<file path="src/rtl/remap_pkg.sv">
package remap_pkg;
  // Kind of register addressed on the configuration port.
  typedef enum logic [1:0] {
    RK_NONE = 2'd0,
    RK_SEL  = 2'd1,
    RK_OFF  = 2'd2,
    RK_CMT  = 2'd3
  } reg_kind_e;
endpackage

</file>
<file path="src/rtl/remap_cfg.sv">
module remap_cfg #(
  parameter int APER_W  = 4,
  parameter int FIELD_W = 4,
  parameter int DATA_W  = 32,
  parameter int RA_W    = 5
) (
  input  logic                              clk,
  input  logic                              rst,
  input  logic                              cfg_we,
  input  logic                              cfg_rd,
  input  logic [RA_W-1:0]                   cfg_addr,
  input  logic [DATA_W-1:0]                 cfg_wdata,
  output logic [DATA_W-1:0]                 cfg_rdata,
  output logic [(1<<APER_W)-1:0][FIELD_W-1:0] live_sel,
  output logic [(1<<APER_W)-1:0][FIELD_W-1:0] live_tgt
);
  import remap_pkg::*;

  localparam int NUM_APER  = 1 << APER_W;
  localparam int PER_WORD  = DATA_W / FIELD_W;
  localparam int NUM_WORDS = NUM_APER / PER_WORD;
  localparam int IDX_W     = RA_W - 2;

  logic [NUM_APER-1:0][FIELD_W-1:0] stg_sel;
  logic [NUM_APER-1:0][FIELD_W-1:0] stg_tgt;

  logic [IDX_W-1:0] idx;
  reg_kind_e        kind;
  int               widx;
  logic             cmt_hit;
  logic [DATA_W-1:0] rd_sel_word;
  logic [DATA_W-1:0] rd_tgt_word;

  assign idx = cfg_addr[RA_W-1:2];

  // Offset decode: select words first, then target words, then commit.
  always_comb begin
    kind = RK_NONE;
    widx = 0;
    if (cfg_addr[1:0] == 2'b00) begin
      if (int'(idx) < NUM_WORDS) begin
        kind = RK_SEL;
        widx = int'(idx);
      end else if (int'(idx) < 2 * NUM_WORDS) begin
        kind = RK_OFF;
        widx = int'(idx) - NUM_WORDS;
      end else if (int'(idx) == 2 * NUM_WORDS) begin
        kind = RK_CMT;
      end
    end
  end

  assign cmt_hit = cfg_we && (kind == RK_CMT) && cfg_wdata[0];

  // Gather the staged nibbles of the addressed word.
  for (genvar n = 0; n < PER_WORD; n++) begin : g_rd
    assign rd_sel_word[n*FIELD_W +: FIELD_W] = stg_sel[widx*PER_WORD + n];
    assign rd_tgt_word[n*FIELD_W +: FIELD_W] = stg_tgt[widx*PER_WORD + n];
  end

  always_ff @(posedge clk) begin
    if (rst) begin
      for (int a = 0; a < NUM_APER; a++) begin
        stg_sel[a]  <= '0;
        stg_tgt[a]  <= FIELD_W'(a);
        live_sel[a] <= '0;
        live_tgt[a] <= FIELD_W'(a);
      end
      cfg_rdata <= '0;
    end else begin
      for (int a = 0; a < NUM_APER; a++) begin
        if (cfg_we && kind == RK_SEL && widx == a / PER_WORD)
          stg_sel[a] <= cfg_wdata[(a % PER_WORD)*FIELD_W +: FIELD_W];
        if (cfg_we && kind == RK_OFF && widx == a / PER_WORD)
          stg_tgt[a] <= cfg_wdata[(a % PER_WORD)*FIELD_W +: FIELD_W];
      end
      if (cmt_hit) begin
        live_sel <= stg_sel;
        live_tgt <= stg_tgt;
      end
      if (cfg_rd) begin
        case (kind)
          RK_SEL:  cfg_rdata <= rd_sel_word;
          RK_OFF:  cfg_rdata <= rd_tgt_word;
          default: cfg_rdata <= '0;
        endcase
      end else begin
        cfg_rdata <= '0;
      end
    end
  end

  // live map holds unless a commit was written
  a_r5_live_hold: assert property (@(posedge clk) disable iff (rst)
    !cmt_hit |=> ($stable(live_sel) && $stable(live_tgt)));

  // commit loads the whole staged map
  a_r5_commit_load: assert property (@(posedge clk) disable iff (rst)
    cmt_hit |=> (live_sel == $past(stg_sel) && live_tgt == $past(stg_tgt)));

  // reads outside the staging words return zero
  a_r11_read_zero: assert property (@(posedge clk) disable iff (rst)
    (cfg_rd && kind != RK_SEL && kind != RK_OFF) |=> (cfg_rdata == '0));
endmodule

</file>
<file path="src/rtl/remap_xlate.sv">
module remap_xlate #(
  parameter int ADDR_W = 32,
  parameter int APER_W = 4
) (
  input  logic                              clk,
  input  logic                              rst,
  input  logic [(1<<APER_W)-1:0][APER_W-1:0] live_sel,
  input  logic [(1<<APER_W)-1:0][APER_W-1:0] live_tgt,
  input  logic                              in_valid,
  input  logic [ADDR_W-1:0]                 in_addr,
  output logic                              out_valid,
  output logic [APER_W-1:0]                 out_slave,
  output logic [ADDR_W-1:0]                 out_addr,
  output logic                              out_err
);
  localparam int LOW_W = ADDR_W - APER_W;

  logic [APER_W-1:0] win;
  assign win = in_addr[ADDR_W-1:LOW_W];

  always_ff @(posedge clk) begin
    if (rst) begin
      out_valid <= 1'b0;
      out_slave <= '0;
      out_addr  <= '0;
      out_err   <= 1'b0;
    end else begin
      out_valid <= in_valid;
      if (in_valid) begin
        out_slave <= live_sel[win];
        out_addr  <= {live_tgt[win], in_addr[LOW_W-1:0]};
        out_err   <= (live_sel[win] == '0);
      end
    end
  end

  // one result strobe per request, one cycle later
  a_r9_strobe_follow: assert property (@(posedge clk) disable iff (rst)
    in_valid |=> out_valid);
  a_r9_strobe_idle: assert property (@(posedge clk) disable iff (rst)
    !in_valid |=> !out_valid);

  // low address bits pass through
  a_r2_low_pass: assert property (@(posedge clk) disable iff (rst)
    in_valid |=> (out_addr[LOW_W-1:0] == $past(in_addr[LOW_W-1:0])));

  // error flag agrees with the returned slave number
  a_r6_err_match: assert property (@(posedge clk) disable iff (rst)
    out_valid |-> (out_err == (out_slave == '0)));
endmodule

</file>
<file path="src/rtl/aperture_remap.sv">
module aperture_remap #(
  parameter int ADDR_W = 32,
  parameter int APER_W = 4,
  parameter int DATA_W = 32,
  parameter int RA_W   = 5
) (
  input  logic              clk,
  input  logic              rst,
  input  logic              cfg_we,
  input  logic              cfg_rd,
  input  logic [RA_W-1:0]   cfg_addr,
  input  logic [DATA_W-1:0] cfg_wdata,
  output logic [DATA_W-1:0] cfg_rdata,
  input  logic              in_valid,
  input  logic [ADDR_W-1:0] in_addr,
  output logic              out_valid,
  output logic [APER_W-1:0] out_slave,
  output logic [ADDR_W-1:0] out_addr,
  output logic              out_err
);
  localparam int NUM_APER = 1 << APER_W;
  localparam int FIELD_W  = APER_W;

  logic [NUM_APER-1:0][FIELD_W-1:0] live_sel;
  logic [NUM_APER-1:0][FIELD_W-1:0] live_tgt;

  remap_cfg #(
    .APER_W (APER_W),
    .FIELD_W(FIELD_W),
    .DATA_W (DATA_W),
    .RA_W   (RA_W)
  ) u_cfg (
    .clk      (clk),
    .rst      (rst),
    .cfg_we   (cfg_we),
    .cfg_rd   (cfg_rd),
    .cfg_addr (cfg_addr),
    .cfg_wdata(cfg_wdata),
    .cfg_rdata(cfg_rdata),
    .live_sel (live_sel),
    .live_tgt (live_tgt)
  );

  remap_xlate #(
    .ADDR_W(ADDR_W),
    .APER_W(APER_W)
  ) u_xlate (
    .clk      (clk),
    .rst      (rst),
    .live_sel (live_sel),
    .live_tgt (live_tgt),
    .in_valid (in_valid),
    .in_addr  (in_addr),
    .out_valid(out_valid),
    .out_slave(out_slave),
    .out_addr (out_addr),
    .out_err  (out_err)
  );
endmodule

</file>
<file path="config.mk">
export PLATFORM = sky130hd
export DESIGN_NAME = aperture_remap
export DESIGN_NICKNAME = d
export VERILOG_FILES = /design/src/rtl/remap_pkg.sv /design/src/rtl/remap_cfg.sv /design/src/rtl/remap_xlate.sv /design/src/rtl/aperture_remap.sv
export SDC_FILE = /design/constraint.sdc
export NUM_CORES = 1
export LEC_CHECK = 0
export ABC_AREA = 1
export BUFFER_PORTS_ARGS = -buffer_cell sky130_fd_sc_hd__buf_2
export CAP_MARGIN = 5
export CORE_MARGIN = 5
export CORE_UTILIZATION = 63
export DETAILED_ROUTE_END_ITERATION = 8
export PLACE_DENSITY = 0.84
export SYNTH_ARGS = -nofsm -noshare
export SYNTH_HDL_FRONTEND = slang
export SYNTH_SLANG_ARGS = --single-unit
</file>
<file path="constraint.sdc">
create_clock -name clk -period 2.6 [get_ports clk]
set_input_delay 0.13 -clock clk [delete_from_list [all_inputs] [get_ports clk]]
set_output_delay 0.13 -clock clk [all_outputs]
set_load 0.02 [all_outputs]
</file>
==> results.cfg, run 1 <==
[outcome]
status = finished clean

[die]
core_um2 = 20300
io_pins = 144
start_util_pct = 64.1
dieArea_um2 = 23600
num_rows = 52
die_y_um = 154
die_w_um = 154

[timing]
worstMarginPinSlew_ns = 0.965
fin_ws_ns = 0.824
final-setup-viol-count = 0
min_period_over_period_pct = 68.3
fmax_mhz = 563
fin_skew_ns = 0.0160
finalMaxSlewViolations = 0
tns_ns = 0
fin_crit_ns = 1.78
finalHoldViolCount = 0
rsz0062_at_grt = no
slew_headroom_pct = 35.6

[synth]
synth_most_common_cell = dfxtp_1
yosys_warnings = 0
seq_area_frac_synth_pct = 50.1
synth.largest_area_cell = dfxtp_1
syn_inst = 1766
synth_top_cell_area_share_pct = 50.1
ys_types = 23
synth.cell_area_um2 = 13000
synth_top_cells_by_count = 326 x dfxtp_1, 288 x nor2_1, 252 x o21ai_0
syn_area_per_cell_um2 = 7.37
syn_nets = 1843
synthFlopType = dfxtp_1
synth_edf_count = 0
synth.area.top_cells = dfxtp_1 50%, o21ai_0 9.7%, a21oi_1 8.4%
async_flop_share_pct = 0
ys_seq_elements = 326

[power_and_ir_drop]
p_per_area_nw_per_um2 = 705
leakage_nw = 6.61
ir_drop_v = 0.000602

[global_route]
grt_pass1_wl_um = 66000
antenna_found_initial = 0
grt_pass1_vias = 12532
grt_usage_pct = 33.8
grt_max_degree = 107
overflow = 0

[detailed_routing]
drtAntennaViolNets = 0
drtIter0Drc = 1821
vias_per_cell = 6.04
vias = 13294
drc = 0
wirelength_um = 41800
wire_per_inst_um = 19.0
drtPass1Iterations = 6

[critical_path]
slowest_stage = ha_1
cp_slowest_stage_delay_ns = 0.36
endpoint_kind = flop
criticalPathCategory = in -> reg
cp.arrival_ns = 2.14
worstPathRequired_ns = 2.97
ff2ff_path_depth = 8
cp_max_fo = 31
cp_cell_sequence = buf_2 -> or2_1 -> nor3_1 -> ha_1 -> nand2_1 -> nor2_2 -> inv_2 -> o21ai_0 -> a21oi_1
crit_path_start_kind = input pin

[cells_and_area]
final_area_um2 = 15600
drive_gt1_share_pct = 12.7
fin_nets = 1981
areaGrowthSynthToFinish_pct = 20.1

[clock_tree]
cts.sink_count = 326
clockBufferDepth = 3
cts-buffers-inserted = 35
h-tree-depth = 2
tritoncts = yes
insertion_delay_ns = 0.51
clk_pin_slew_worst_paths_ns = 0.06
root_buffer = clkbuf_16

[place]
dp_slack_ns = 0.368
io_buffer_count = 143
hpwl_um = 24800
place_area_um2 = 13900
place_congestion = 0.881

[hold_path]
holdPathStages = 2
hold_class = in -> reg

[job]
cap_viol_max_count = 0
## registers in the layout, indices dropped and copies added (netlist names)
register / flops
u_cfg.live_sel: 64
u_cfg.live_tgt: 64
u_cfg.stg_sel: 64
u_cfg.stg_tgt: 64
u_cfg.cfg_rdata: 32
u_xlate.out_addr: 32
u_xlate.out_slave: 4
u_xlate.out_err: 1
u_xlate.out_valid: 1
## critical path: cells and delay by family
family | cells | cell delay [ns]
and+or+nand+nor | 4 | 0.88
AOI/OAI and AO/OA | 2 | 0.40
buffers and inverters | 2 | 0.37
adders and majority gates | 1 | 0.36
## per-layer routing
layer | track usage [%] | vias to the layer above | share of wire [%]
met3 | 7.11 | 143 | 11
met2 | 54.2 | 932 | 46
met5 | 0 | - | 0
met4 | 13.1 | 0 | 3.6
li1 | - | 6104 | -
met1 | 45.1 | 6115 | 39
## logic make-up after synthesis
kind of cell	share of synthesized area [%]
and+or+nand+nor	19.2
AOI/OAI and AO/OA	22.5
DFF	50.1
buffers and inverters	7.85
adders and majority gates	0.288
## timing repair
| action | 4_1_cts | 5_1_grt |
|---|---|---|
| hold buffers | 60 | 0 |
| endpoints found under the hold margin | 154 | 0 |
| buffers inserted | 0 | 0 |
| resized for setup | 0 | 0 |
## layout make-up
cell class	instances	area, µm²
sequential	326	6530
multi-input combinational	1185	5490
fill	1406	4660
timing repair buffer	241	1680
clock buffer	53	1080
inverter	115	434
tap	270	338
clock inverter	10	100
antenna	1	2.50
## cell usage in the layout, fill, tap and decap left out, types with 2 or more instances in the layout
master	instances
o22ai_1	6
buf_12	6
nand3_1	97
o21ai_0	252
nand2_1	237
a21oi_1	219
buf_4	32
clkbuf_1	7
clkbuf_8	9
inv_2	2
ha_1	3
bufinv_16	2
inv_1	110
nor2_2	4
buf_2	143
o211ai_1	55
clkbuf_16	37
clkinv_2	8
o21ai_1	15
dfxtp_1	326
dlygate4sd3_1	60
nor2_1	287
clkinv_1	2
o221ai_1	6
## final timing paths
check / startpoint / to / slack [ns]
max: cfg_addr[1] / u_cfg.stg_tgt[6]$_SDFFE_PP0P_ / 0.82
min: rst / u_cfg.live_sel[43]$_SDFFE_PP0P_ / 0.09
max reg2reg: u_cfg.live_tgt[34]$_SDFFE_PP0P_ / u_xlate.out_addr[30]$_SDFFE_PP0P_ / 1.12
min reg2reg: u_cfg.live_sel[27]$_SDFFE_PP0P_ / u_cfg.live_sel[27]$_SDFFE_PP0P_ / 0.45
## per-stage QoR
stage	power [mW]	instances	hold WS, ns	util (%)
6_report	11.0	2201	0.0903	77.0
5_1_grt	11.3	2200	0.0848	77.0
4_1_cts	11.0	2200	0.0706	77.0
3_5_place_dp	5.96	2077	0.358	68.3
3_3_place_gp	5.95	2077	0.354	68.3
2_1_floorplan	5.67	1766	0.256	-
## report_power, final
group	switching (mW)	internal (mW)	total, mW	leakage (nW)
clock network	1.99	3.06	5.04	0.588
logic	0.565	0.282	0.846	3.38
registers	0.0495	5.08	5.13	2.64
total	2.60	8.42	11.0	6.61
(Power assumes the default switching activity.)
==> run 2, diff against run 1 <==
--- a/config.mk
+++ b/config.mk
@@ -9,9 +9,9 @@
 export BUFFER_PORTS_ARGS = -buffer_cell sky130_fd_sc_hd__buf_2
 export CAP_MARGIN = 5
 export CORE_MARGIN = 5
-export CORE_UTILIZATION = 63
+export CORE_UTILIZATION = 58
 export DETAILED_ROUTE_END_ITERATION = 8
-export PLACE_DENSITY = 0.84
+export PLACE_DENSITY = 0.78
 export SYNTH_ARGS = -nofsm -noshare
 export SYNTH_HDL_FRONTEND = slang
 export SYNTH_SLANG_ARGS = --single-unit
==> constraint.sdc (replaced) <==
create_clock -name clk -period 1.84 [get_ports clk]
set_input_delay 0.092 -clock clk [delete_from_list [all_inputs] [get_ports clk]]
set_output_delay 0.092 -clock clk [all_outputs]
set_load 0.02 [all_outputs]
==> results.cfg, run 2 (synthesis gave the netlist of run 1 again) <==
[outcome]
status = finished clean

[critical_path]
criticalPathCategory = reg -> reg
cp.arrival_ns = 1.83
crit_path_start_kind = flop
endpoint_kind = flop
worstPathRequired_ns = 2.25
cp_max_fo = 2

[cells_and_area]
areaGrowthSynthToFinish_pct = 23.4
layout_commonest_cell = dfxtp_1
fin_nets = 1998
drive_gt1_share_pct = 13.6
final_cell_mix = 326 x dfxtp_1, 287 x nor2_1, 252 x o21ai_0
instances_no_fill = 2228

[clock_tree]
hold_buffers = 60
ctsResizeCount = 0
clk_pin_slew_worst_paths_ns = 0.06
cts-buffers-inserted = 34
tritoncts = yes
h-tree-depth = 2
insertion_delay_ns = 0.52
clockBufferDepth = 3
cts_setup_buffers = 0
cts.sink_count = 326
root_buffer = clkbuf_16

[timing]
fmax_mhz = 705
fin_skew_ns = 0.0182
final-setup-viol-count = 0
rsz0062_at_grt = no
worstMarginPinSlew_ns = 0.705
slew_headroom_pct = 53.0
fin_crit_ns = 1.42
finalHoldViolCount = 0
finalMaxSlewViolations = 0
min_period_over_period_pct = 77.1

[global_route]
grt_pass1_vias = 12083
antenna_found_initial = 1
grt_pass1_wl_um = 63200
grt_usage_pct = 30.1
grt_max_degree = 96
overflow = 0

[detailed_routing]
drtIter0Drc = 1483
vias_per_cell = 5.81
vias = 12949
drtPass1Iterations = 7
wirelength_um = 40200
drtAntennaViolNets = 0
wire_per_inst_um = 18.1
drc = 0

[job]
cap_viol_max_count = 0

[place]
hpwl_um = 25700
io_buffer_count = 143
place_congestion = 0.917
placed_cells = 2105

[die]
dieArea_um2 = 25500
die_w_um = 160
die_y_um = 160
io_pins = 144
num_rows = 54
core_um2 = 22000
start_util_pct = 59.3

[power_and_ir_drop]
ir_drop_v = 0.000689
p_total_mw = 15.7
p_per_area_nw_per_um2 = 978
leakage_nw = 6.79

[hold_path]
hold_class = in -> reg
run 2: power breakdown:
group	switching [mW]	total, mW	internal (mW)	leakage [nW]
Clock	2.84	7.24	4.40	0.593
Sequential	0.0656	7.24	7.18	2.64
Combinational	0.776	1.23	0.451	3.55
run 2: final timing paths:
check | slack (ns) | start | end | cells after the start
min | 0.03 | in_valid | u_xlate.out_slave[2]$_SDFFE_PP0P_ | 3
min reg2reg | 0.45 | u_cfg.live_sel[36]$_SDFFE_PP0P_ | u_cfg.live_sel[36]$_SDFFE_PP0P_ | 2
max | 0.42 | u_cfg.live_tgt[33]$_SDFFE_PP0P_ | u_xlate.out_addr[29]$_SDFFE_PP0P_ | 8
max reg2reg | 0.42 | u_cfg.live_tgt[33]$_SDFFE_PP0P_ | u_xlate.out_addr[29]$_SDFFE_PP0P_ | 8
run 2: area by class of cell:
class                   instances  area, µm²
inverters                     115        434
well taps                     280        350
clock buffers                  48       1000
diodes                          1       2.50
clock inverters                14        199
repair buffers                259       2060
flip-flops and latches        326       6530
multi-input cells            1185       5490
fillers                      1642       5890
run 2: stage by stage:
step / hold WS [ns] / utilization [%] / setup TNS, ns / area, µm² / setup WS [ns]
finish: 0.0319 / 73.2 / 0 / 16100 / 0.421
global route: 0.0693 / 73.1 / 0 / 16100 / 0.305
CTS: 0.0119 / 73.1 / 0 / 16100 / 0.452
detailed placement: 0.321 / 64.9 / -0.390 / 14300 / -0.0840
global placement: 0.316 / 64.9 / 0 / 14300 / 0.0116
floorplan: 0.218 / - / 0 / 13000 / 0.0980
run 2: critical path, stage by stage (launching register included):
cell     delay [ns]
dfxtp_1        0.30
inv_1          0.07
o21ai_0        0.13
a21oi_1        0.35
a21oi_1        0.12
o21ai_0        0.09
nand3_1        0.14
nand2_1        0.09
inv_1          0.04
run 2: per-layer routing:
| metal | wire length, µm | GRT usage, % | vias to the layer above | share of wire, % |
|---|---|---|---|---|
| met3 | 3840 | 6.68 | 130 | 9.5 |
| met4 | 1710 | 13.1 | 0 | 4.2 |
| li1 | - | - | 6159 | - |
| met1 | 16400 | 38.8 | 5941 | 41 |
| met2 | 18300 | 48.9 | 719 | 46 |
| met5 | 0 | 0 | - | 0 |
